**src/rtl/ipt_pkg.sv**
```systemverilog
package ipt_pkg;
   typedef enum logic [0:0] {
      SCAN_IDLE = 1'b0,
      SCAN_RUN  = 1'b1
   } scan_state_t;
endpackage

```
**src/rtl/ipt_entry_store.sv**
```systemverilog
module ipt_entry_store #(
   parameter int NUM_FRAMES = 16,
   parameter int PID_W      = 4,
   parameter int VPN_W      = 8,
   localparam int FRAME_W   = (NUM_FRAMES > 1) ? $clog2(NUM_FRAMES) : 1
) (
   input  logic               clk,
   input  logic               rst_n,
   input  logic               we,
   input  logic [FRAME_W-1:0] w_idx,
   input  logic               w_valid,
   input  logic [PID_W-1:0]   w_pid,
   input  logic [VPN_W-1:0]   w_vpn,
   input  logic [FRAME_W-1:0] r_idx,
   output logic               r_valid,
   output logic [PID_W-1:0]   r_pid,
   output logic [VPN_W-1:0]   r_vpn
);
   logic [NUM_FRAMES-1:0] slot_valid;
   logic [PID_W-1:0]      slot_pid [NUM_FRAMES];
   logic [VPN_W-1:0]      slot_vpn [NUM_FRAMES];

   for (genvar g = 0; g < NUM_FRAMES; g++) begin : g_slot
      logic sel;
      assign sel = we && (w_idx == FRAME_W'(g));
      always_ff @(posedge clk or negedge rst_n) begin
         if (!rst_n) begin
            slot_valid[g] <= 1'b0;
            slot_pid[g]   <= '0;
            slot_vpn[g]   <= '0;
         end else if (sel) begin
            slot_valid[g] <= w_valid;
            slot_pid[g]   <= w_pid;
            slot_vpn[g]   <= w_vpn;
         end
      end
   end

   always_comb begin
      r_valid = 1'b0;
      r_pid   = '0;
      r_vpn   = '0;
      for (int i = 0; i < NUM_FRAMES; i++) begin
         if (r_idx == FRAME_W'(i)) begin
            r_valid = slot_valid[i];
            r_pid   = slot_pid[i];
            r_vpn   = slot_vpn[i];
         end
      end
   end
endmodule

```
**src/rtl/ipt_tag_cmp.sv**
```systemverilog
module ipt_tag_cmp #(
   parameter int PID_W = 4,
   parameter int VPN_W = 8
) (
   input  logic             e_valid,
   input  logic [PID_W-1:0] e_pid,
   input  logic [VPN_W-1:0] e_vpn,
   input  logic [PID_W-1:0] k_pid,
   input  logic [VPN_W-1:0] k_vpn,
   output logic             match
);
   logic pid_eq;
   logic vpn_eq;
   assign pid_eq = (e_pid == k_pid);
   assign vpn_eq = (e_vpn == k_vpn);
   assign match  = e_valid && pid_eq && vpn_eq;
endmodule

```
**src/rtl/ipt_scan_fsm.sv**
```systemverilog
module ipt_scan_fsm
   import ipt_pkg::*;
#(
   parameter int NUM_FRAMES = 16,
   parameter int PID_W      = 4,
   parameter int VPN_W      = 8,
   localparam int FRAME_W   = (NUM_FRAMES > 1) ? $clog2(NUM_FRAMES) : 1,
   localparam logic [FRAME_W-1:0] LAST_IDX = FRAME_W'(NUM_FRAMES - 1)
) (
   input  logic               clk,
   input  logic               rst_n,
   input  logic               start,
   input  logic [PID_W-1:0]   req_pid,
   input  logic [VPN_W-1:0]   req_vpn,
   input  logic               slot_match,
   output logic [FRAME_W-1:0] cur_idx,
   output logic [PID_W-1:0]   key_pid,
   output logic [VPN_W-1:0]   key_vpn,
   output logic               busy,
   output logic               done,
   output logic               hit,
   output logic               fault,
   output logic [FRAME_W-1:0] frame
);
   scan_state_t state;

   always_ff @(posedge clk or negedge rst_n) begin
      if (!rst_n) begin
         state   <= SCAN_IDLE;
         cur_idx <= '0;
         key_pid <= '0;
         key_vpn <= '0;
         done    <= 1'b0;
         hit     <= 1'b0;
         fault   <= 1'b0;
         frame   <= '0;
      end else begin
         done <= 1'b0;
         unique case (state)
            SCAN_IDLE: begin
               if (start) begin
                  key_pid <= req_pid;
                  key_vpn <= req_vpn;
                  cur_idx <= '0;
                  state   <= SCAN_RUN;
               end
            end
            SCAN_RUN: begin
               if (slot_match) begin
                  done  <= 1'b1;
                  hit   <= 1'b1;
                  fault <= 1'b0;
                  frame <= cur_idx;
                  state <= SCAN_IDLE;
               end else if (cur_idx == LAST_IDX) begin
                  done  <= 1'b1;
                  hit   <= 1'b0;
                  fault <= 1'b1;
                  frame <= '0;
                  state <= SCAN_IDLE;
               end else begin
                  cur_idx <= cur_idx + 1'b1;
               end
            end
            default: state <= SCAN_IDLE;
         endcase
      end
   end

   assign busy = (state == SCAN_RUN);
endmodule

```
**src/rtl/ipt_search.sv**
```systemverilog
module ipt_search #(
   parameter int NUM_FRAMES = 16,
   parameter int PID_W      = 4,
   parameter int VPN_W      = 8,
   localparam int FRAME_W   = (NUM_FRAMES > 1) ? $clog2(NUM_FRAMES) : 1
) (
   input  logic               clk,
   input  logic               rst_n,
   input  logic               wr_req,
   input  logic [FRAME_W-1:0] wr_frame,
   input  logic               wr_valid,
   input  logic [PID_W-1:0]   wr_pid,
   input  logic [VPN_W-1:0]   wr_vpn,
   output logic               wr_ready,
   input  logic               lk_start,
   input  logic [PID_W-1:0]   lk_pid,
   input  logic [VPN_W-1:0]   lk_vpn,
   output logic               lk_busy,
   output logic               lk_done,
   output logic               lk_hit,
   output logic               lk_fault,
   output logic [FRAME_W-1:0] lk_frame
);
   if (NUM_FRAMES < 2) begin : g_bad_frames
      $error("ipt_search: NUM_FRAMES must be at least 2");
   end
   if (PID_W < 1 || VPN_W < 1) begin : g_bad_width
      $error("ipt_search: PID_W and VPN_W must be positive");
   end

   logic [FRAME_W-1:0] scan_idx;
   logic [PID_W-1:0]   key_pid;
   logic [VPN_W-1:0]   key_vpn;
   logic               e_valid;
   logic [PID_W-1:0]   e_pid;
   logic [VPN_W-1:0]   e_vpn;
   logic               e_match;
   logic               busy;
   logic               write_en;

   assign wr_ready = !busy;
   assign write_en = wr_req && wr_ready;
   assign lk_busy  = busy;

   ipt_entry_store #(
      .NUM_FRAMES(NUM_FRAMES), .PID_W(PID_W), .VPN_W(VPN_W)
   ) u_store (
      .clk(clk), .rst_n(rst_n),
      .we(write_en), .w_idx(wr_frame), .w_valid(wr_valid),
      .w_pid(wr_pid), .w_vpn(wr_vpn),
      .r_idx(scan_idx), .r_valid(e_valid), .r_pid(e_pid), .r_vpn(e_vpn)
   );

   ipt_tag_cmp #(.PID_W(PID_W), .VPN_W(VPN_W)) u_cmp (
      .e_valid(e_valid), .e_pid(e_pid), .e_vpn(e_vpn),
      .k_pid(key_pid), .k_vpn(key_vpn), .match(e_match)
   );

   ipt_scan_fsm #(
      .NUM_FRAMES(NUM_FRAMES), .PID_W(PID_W), .VPN_W(VPN_W)
   ) u_fsm (
      .clk(clk), .rst_n(rst_n),
      .start(lk_start), .req_pid(lk_pid), .req_vpn(lk_vpn),
      .slot_match(e_match), .cur_idx(scan_idx),
      .key_pid(key_pid), .key_vpn(key_vpn),
      .busy(busy), .done(lk_done), .hit(lk_hit), .fault(lk_fault),
      .frame(lk_frame)
   );
endmodule

```
**config.mk**
```make
export PLATFORM = sky130hd
export DESIGN_NAME = ipt_search
export DESIGN_NICKNAME = d
export VERILOG_FILES = /design/src/rtl/ipt_pkg.sv /design/src/rtl/ipt_entry_store.sv /design/src/rtl/ipt_tag_cmp.sv /design/src/rtl/ipt_scan_fsm.sv /design/src/rtl/ipt_search.sv
export SDC_FILE = /design/constraint.sdc
export NUM_CORES = 1
export LEC_CHECK = 0
export ABC_AREA = 1
export ABC_CLOCK_PERIOD_IN_PS = 5930
export BUFFER_PORTS_ARGS = -buffer_cell sky130_fd_sc_hd__clkbuf_2
export CAP_MARGIN = 25
export CORE_ASPECT_RATIO = 1.2
export CORE_MARGIN = 2
export CORE_UTILIZATION = 45
export DETAILED_ROUTE_END_ITERATION = 12
export PLACE_DENSITY = 0.58
export RECOVER_POWER = 50
export SLEW_MARGIN = 15
export SYNTH_ARGS = -nofsm -noshare
export SYNTH_HDL_FRONTEND = slang
export SYNTH_SLANG_ARGS = --single-unit
```
**constraint.sdc**
```tcl
create_clock -name clk -period 5.93 [get_ports clk]
set_input_delay 0.2965 -clock clk [delete_from_list [all_inputs] [get_ports clk]]
set_output_delay 0.2965 -clock clk [all_outputs]
set_load 0.005 [all_outputs]
```
Word-level counts from Yosys, hierarchy flattened. Cells that the tools add are included.

Eq/ne operators: 35. Muxes and demuxes: 65. Add/sub/neg operators: 1. Bitwise logic cells: 1. Reduce and logical (&&, ||, !) cells: 26.

Operator list (number): 8-bit 2-to-1 mux (16); 4-bit 2-to-1 mux (21); 4-bit equality test, second input constant (16); 4-bit by 3-bit equality test with 1-bit output, second input constant (8); 1-bit 2-to-1 mux (26); 1-bit logical AND (19); 4-bit by 2-bit equality test with 1-bit output, second input constant (4); 4-bit by 1-bit equality test with 1-bit output, second input constant (2); 8-bit equality test (1); 4-bit logical NOT (2); 4-bit case mux with 2 select lines (1); 2-bit inequality test, second input constant (3); 4-bit by 1-bit adder with 4-bit output, second input constant (1); 4-bit equality test (1); 2-bit AND reduction (2); 3-bit AND reduction (1); 1-bit case mux with 2 select lines (1); 2-bit nonzero test (1); 1-bit logical NOT (1); 1-bit inverter (1).

Output and inout bits: 9. Input bits: 33. Register bits: 232.

Longest topological paths before layout.
Word-level depth: 22. Mapped depth: 29.

Hierarchy. A second synthesis with hierarchy kept.

Cell total of the unflattened synthesis: 1295. Area total of the unflattened synthesis: 10500.1 µm².

Modules (own cells, without submodules): ipt_entry_store (instances 1, cells each 1127, area each 9248.9 µm², sequential area each 5205.0 µm²); ipt_scan_fsm (instances 1, cells each 116, area each 1027.2 µm², sequential area each 600.6 µm²); ipt_tag_cmp (instances 1, cells each 49, area each 210.2 µm², sequential area each 0.0 µm²); ipt_search (instances 1, cells each 3, area each 13.8 µm², sequential area each 0.0 µm²).

Worst setup path before layout. OpenSTA, ideal clock, no wires.

Kind: reg2reg. Start: register u_fsm.cur_idx[0]. End: register u_fsm.fault. Data required time: 5.813 ns. Library setup time: 0.117 ns. Clock period less this slack: 2.734 ns. Stages on the path, launching flop included: 29. Data arrival time: 2.616 ns. Setup slack: 3.196 ns. Path through: dfrtp_1 -> inv_1 -> ha_1 -> inv_1 -> nor2_1 -> buf_2 -> nand3_1 -> nand3_1 -> nand2_1 -> nand2_1 -> nand2_1 -> nand3_1 -> nand3_1 -> nand3_1 -> nand2_1 -> nand3_1 -> nand3_1 -> nand3_1 -> nand2_1 -> nand2_1 -> nand2_1 -> nand2_1 -> nand2_1 -> nor2_1 -> nand3b_1 -> nor2_1 -> nand3_2 -> nand3_1 -> nand2_1.

Word-level cells in the longest chain between the ends: 22. Elaborated cells between the ends (all ways): 71. Those cells by class: 17 x eq/ne; 49 x mux; 5 x reduce/logical.

RTL lines: from (decl) (line ipt_scan_fsm.sv:16) `output logic [FRAME_W-1:0] cur_idx,`; from (signal assigned) (line ipt_scan_fsm.sv:62) `cur_idx <= cur_idx + 1'b1;`; 4-bit logical NOT (line ipt_entry_store.sv:44) `if (r_idx == FRAME_W'(i)) begin`; 4-bit 2-to-1 mux (16 in series) (line ipt_entry_store.sv:44); 4-bit equality test (line ipt_tag_cmp.sv:14) `assign pid_eq = (e_pid == k_pid);`; 1-bit logical AND (2 in series) (line ipt_tag_cmp.sv:16) `assign match = e_valid && pid_eq && vpn_eq;`; 2-bit nonzero test (no line); 2-bit AND reduction (no line); to (signal assigned) (line ipt_scan_fsm.sv:35) `fault <= 1'b0;`; to (signal assigned) (line ipt_scan_fsm.sv:52) `fault <= 1'b0;`; to (signal assigned) (line ipt_scan_fsm.sv:58) `fault <= 1'b1;`; to (decl) (line ipt_scan_fsm.sv:22) `output logic fault,`.

Parallel ways exist; a longest one is shown, timed or not. A chain may end at the register's enable or synchronous reset.

Final worst setup path.
Start: register u_fsm.cur_idx[1]. End: register u_fsm.frame[0].

Word-level cells in the longest chain between the ends: 22. Elaborated cells between the ends (all ways): 71. Those cells by class: 17 x eq/ne; 49 x mux; 5 x reduce/logical.

RTL lines: 4-bit logical NOT (line ipt_entry_store.sv:44); 4-bit 2-to-1 mux (16 in series) (line ipt_entry_store.sv:44); 4-bit equality test (line ipt_tag_cmp.sv:14); 1-bit logical AND (2 in series) (line ipt_tag_cmp.sv:16); 2-bit nonzero test (no line); 2-bit AND reduction (no line); to (signal assigned) (line ipt_scan_fsm.sv:53) `frame <= cur_idx;`; to (decl) (line ipt_scan_fsm.sv:23) `output logic [FRAME_W-1:0] frame`.

Parallel ways exist; a longest one is shown, timed or not.

==> results.py <==
metrics = {
    "yosys": {
        "syn_area_mm2": 0.0111,
        "syn-num-nets": 1441,
        "netlist.area_leader.share": 0.522,
        "ys_seq_area_frac": 0.522,
        "syn_area_per_cell_um2": 7.92,
        "synth_top_area_cell": "dfrtp_1",
        "synth_cells": 1404,
        "synth-seq-cells": 232,
        "synthTopCellsByArea": "dfrtp_1 (52%), nand2_1 (16%), o21ai_0 (9.4%), nand3_1 (6.3%), nor2_1 (2.6%)",
        "yosysWarnings": 0,
        "synth_cell_types": 31,
    },
    "sta": {
        "finalSetupTns_ns": 0,
        "slew-limit-headroom": -1.07,
        "skew_ns": 0.0110,
        "rsz0062_at_grt": "false",
        "finalCritPeriodShare": 0.702,
        "setup_slack_ns": 1.77,
        "fmax_mhz": 240,
        "timing.final.setup_violations": 0,
        "finalHoldViolations": 0,
        "tightest_slew_ns": 3.11,
        "period_needed_ns": 4.16,
        "final-max-slew-violation-count": 122,
    },
    "clocking": {
        "cts_tree": "done",
        "numCtsBuffers": 26,
        "clock-sinks": 232,
        "cts_root_buf": "clkbuf_16",
        "clock_latency_ns": 0.53,
        "cts_setup_buffers": 0,
        "htree_levels": 1,
        "cts_buffer_depth": 3,
        "clkTransAtPathRegs_ns": 0.06,
        "post_cts_resized": 0,
    },
    "place": {
        "place_congestion": 0.841,
        "dp_hpwl_um": 19500,
        "port_buffers": 41,
        "dp_slack_ns": 1.68,
    },
    "route": {
        "first_iter_violations": 698,
        "viasPerCell": 5.22,
        "vias": 9149,
        "drc": 0,
        "dr.pass1.iters": 5,
        "drt-total-wl_um": 30300,
        "antenna_left": 0,
        "avgRoutedWirePerCell_um": 17.3,
    },
    "floorplan": {
        "core.rowCount": 63,
        "core_area_mm2": 0.0245,
        "die_w_um": 148,
        "io_pins": 42,
        "start_util": 0.454,
        "die_h_um": 176,
        "dieArea_mm2": 0.0260,
    },
    "final_layout": {
        "mostFrequentLayoutCell": "nand2_1",
        "synthToLayoutAreaGrowth_pct": 11.7,
        "layout-drive-gt1-share": 0.100,
        "final_cell_mix": "nand2_1 (462), dfrtp_1 (232), o21ai_0 (209), nand3_1 (141), nor2_1 (77)",
        "fillers": 2392,
        "n_antenna_cell": 0,
        "fin_nets": 1451,
    },
    "min_path": {
        "hold_class": "input port to register",
    },
    "global_routing": {
        "antenna_found_initial": 0,
        "grt.total_usage": 0.238,
        "grt_max_degree": 122,
        "grt_pass1_vias": 8666,
        "grt_overflow_total": 0,
        "grt_pass1_wl_um": 49200,
    },
    "worst_setup_path": {
        "critPathLaunch": "u_fsm.cur_idx[1]",
        "crit_type": "register to register",
        "setup.worst_path.start_class": "register",
        "cp_slowest_cell": "nor2_1",
        "crit_required_ns": 6.35,
        "worstSetupPathDepth": 26,
        "reg2reg_to": "u_fsm.frame[0]",
        "crit_family": "simple AND/OR/NAND/NOR gates",
        "cp.buffers_inverters": 1,
        "reg2reg_depth": 26,
        "crit_path_end": "u_fsm.frame[0]",
        "r2r_slack_ns": 1.77,
        "worstSetupEndpointType": "register",
        "slowest_delay_ns": 0.80,
        "rr_startpoint": "u_fsm.cur_idx[1]",
        "path_max_fanout": 15,
        "arrival_ns": 4.58,
        "crit_top_cell": "nand2_1",
    },
    "run_status": {
        "violations": "max-capacitance violations, max-slew violations",
        "status": "complete, but fails checks",
    },
    "run": {
        "drv_cap": 1,
    },
    "power": {
        "p_leak_nw": 6.09,
        "power.density_mw_per_mm2": 489,
        "ir_worst_vdd_mv": 0.282,
    },
}
kinds of logic (layout without fill, tap and decap cells):
group,Yosys count,after routing,synth area share
AOI/OAI and AO/OA,246,246,0.111
buffers and inverters,150,175,0.0565
and+or+nand+nor,765,765,0.300
adders and majority gates,4,4,0.00450
muxes,5,5,0.00506
DFF,232,232,0.522
xor gates and xnor gates,2,2,0.00158
how the worst min path moves through the flow:
| stage | startpoint | endpoint | depth (start not counted) |
|---|---|---|---|
| 2_1_floorplan | rst_n | u_fsm.busy | 0 |
| 3_3_place_gp | rst_n | u_store.slot_vpn[91] | 1 |
| 3_5_place_dp | rst_n | u_store.slot_vpn[91] | 1 |
| 4_1_cts | lk_vpn[0] | u_fsm.key_vpn[0] | 3 |
| 5_1_grt | lk_vpn[4] | u_fsm.key_vpn[4] | 3 |
| 6_report | lk_vpn[0] | u_fsm.key_vpn[0] | 3 |
cell usage after synthesis (all sizes together):
library cell / number
a21oi: 34
inv: 65
o21ai: 212
nand3b: 15
xor2: 2
buf: 22
dfrtp: 232
nand4: 10
mux2: 5
clkbuf: 59
ha: 4
nor2: 88
nor3: 1
nand3: 143
or2: 42
nand2: 466
clkinv: 4
what timing repair did:
action / in CTS / in global routing
endpoints found under the setup margin: 0 / 0
endpoints found under the hold margin: 126 / 0
hold buffers: 8 / 0
per-layer routing:
metal | vias up | track usage | part of all wire
li1 | 4560 | - | -
met1 | 4344 | 0.339 | 0.46
met2 | 205 | 0.389 | 0.47
met3 | 40 | 0.0276 | 0.042
met4 | 0 | 0.0657 | 0.025
met5 | - | 0 | 0
where the power goes:
| group | internal [mW] | total, mW | switching (mW) | leakage [nW] |
|---|---|---|---|---|
| Combinational | 0.714 | 2.05 | 1.34 | 2.59 |
| Sequential | 2.10 | 2.42 | 0.315 | 3.08 |
| Clock | 0.973 | 1.61 | 0.640 | 0.416 |
| Total | 3.79 | 6.08 | 2.29 | 6.09 |
sequential cells by signal, summed over array words and instances, names as in the netlist, 4 cells and up:
| name | flops |
|---|---|
| u_fsm.key_pid | 4 |
| u_store.slot_pid | 64 |
| u_fsm.cur_idx | 4 |
| u_fsm.key_vpn | 8 |
| u_store.slot_valid | 16 |
| u_fsm.frame | 4 |
| u_store.slot_vpn | 128 |
layout make-up:
cell class,count,area [um2],share of cell area
repair buffers,63,419,0.0337
flip-flops and latches,232,5810,0.467
well taps,325,407,0.0327
multi-input cells,1022,4690,0.377
inverters,69,262,0.0211
clock buffers,38,767,0.0617
clock inverters,5,75.1,0.00604
tightest hold or removal path: stages:
cell and delay [ns]:
clkbuf_2 0.07, nor2_1 0.03, a21oi_1 0.10
per-stage QoR:
step	hold WS (ns)	power [mW]	cells	util	cell area [um2]
2_1_floorplan	0.000909	3.89	1404	-	11100
3_3_place_gp	0.458	4.45	1696	0.466	11400
3_5_place_dp	0.450	4.49	1697	0.467	11400
4_1_cts	0.00233	6.12	1748	0.504	12400
5_1_grt	0.0194	6.56	1754	0.507	12400
6_report	0.0175	6.08	1754	0.507	12400
(Power assumes the default switching activity.)
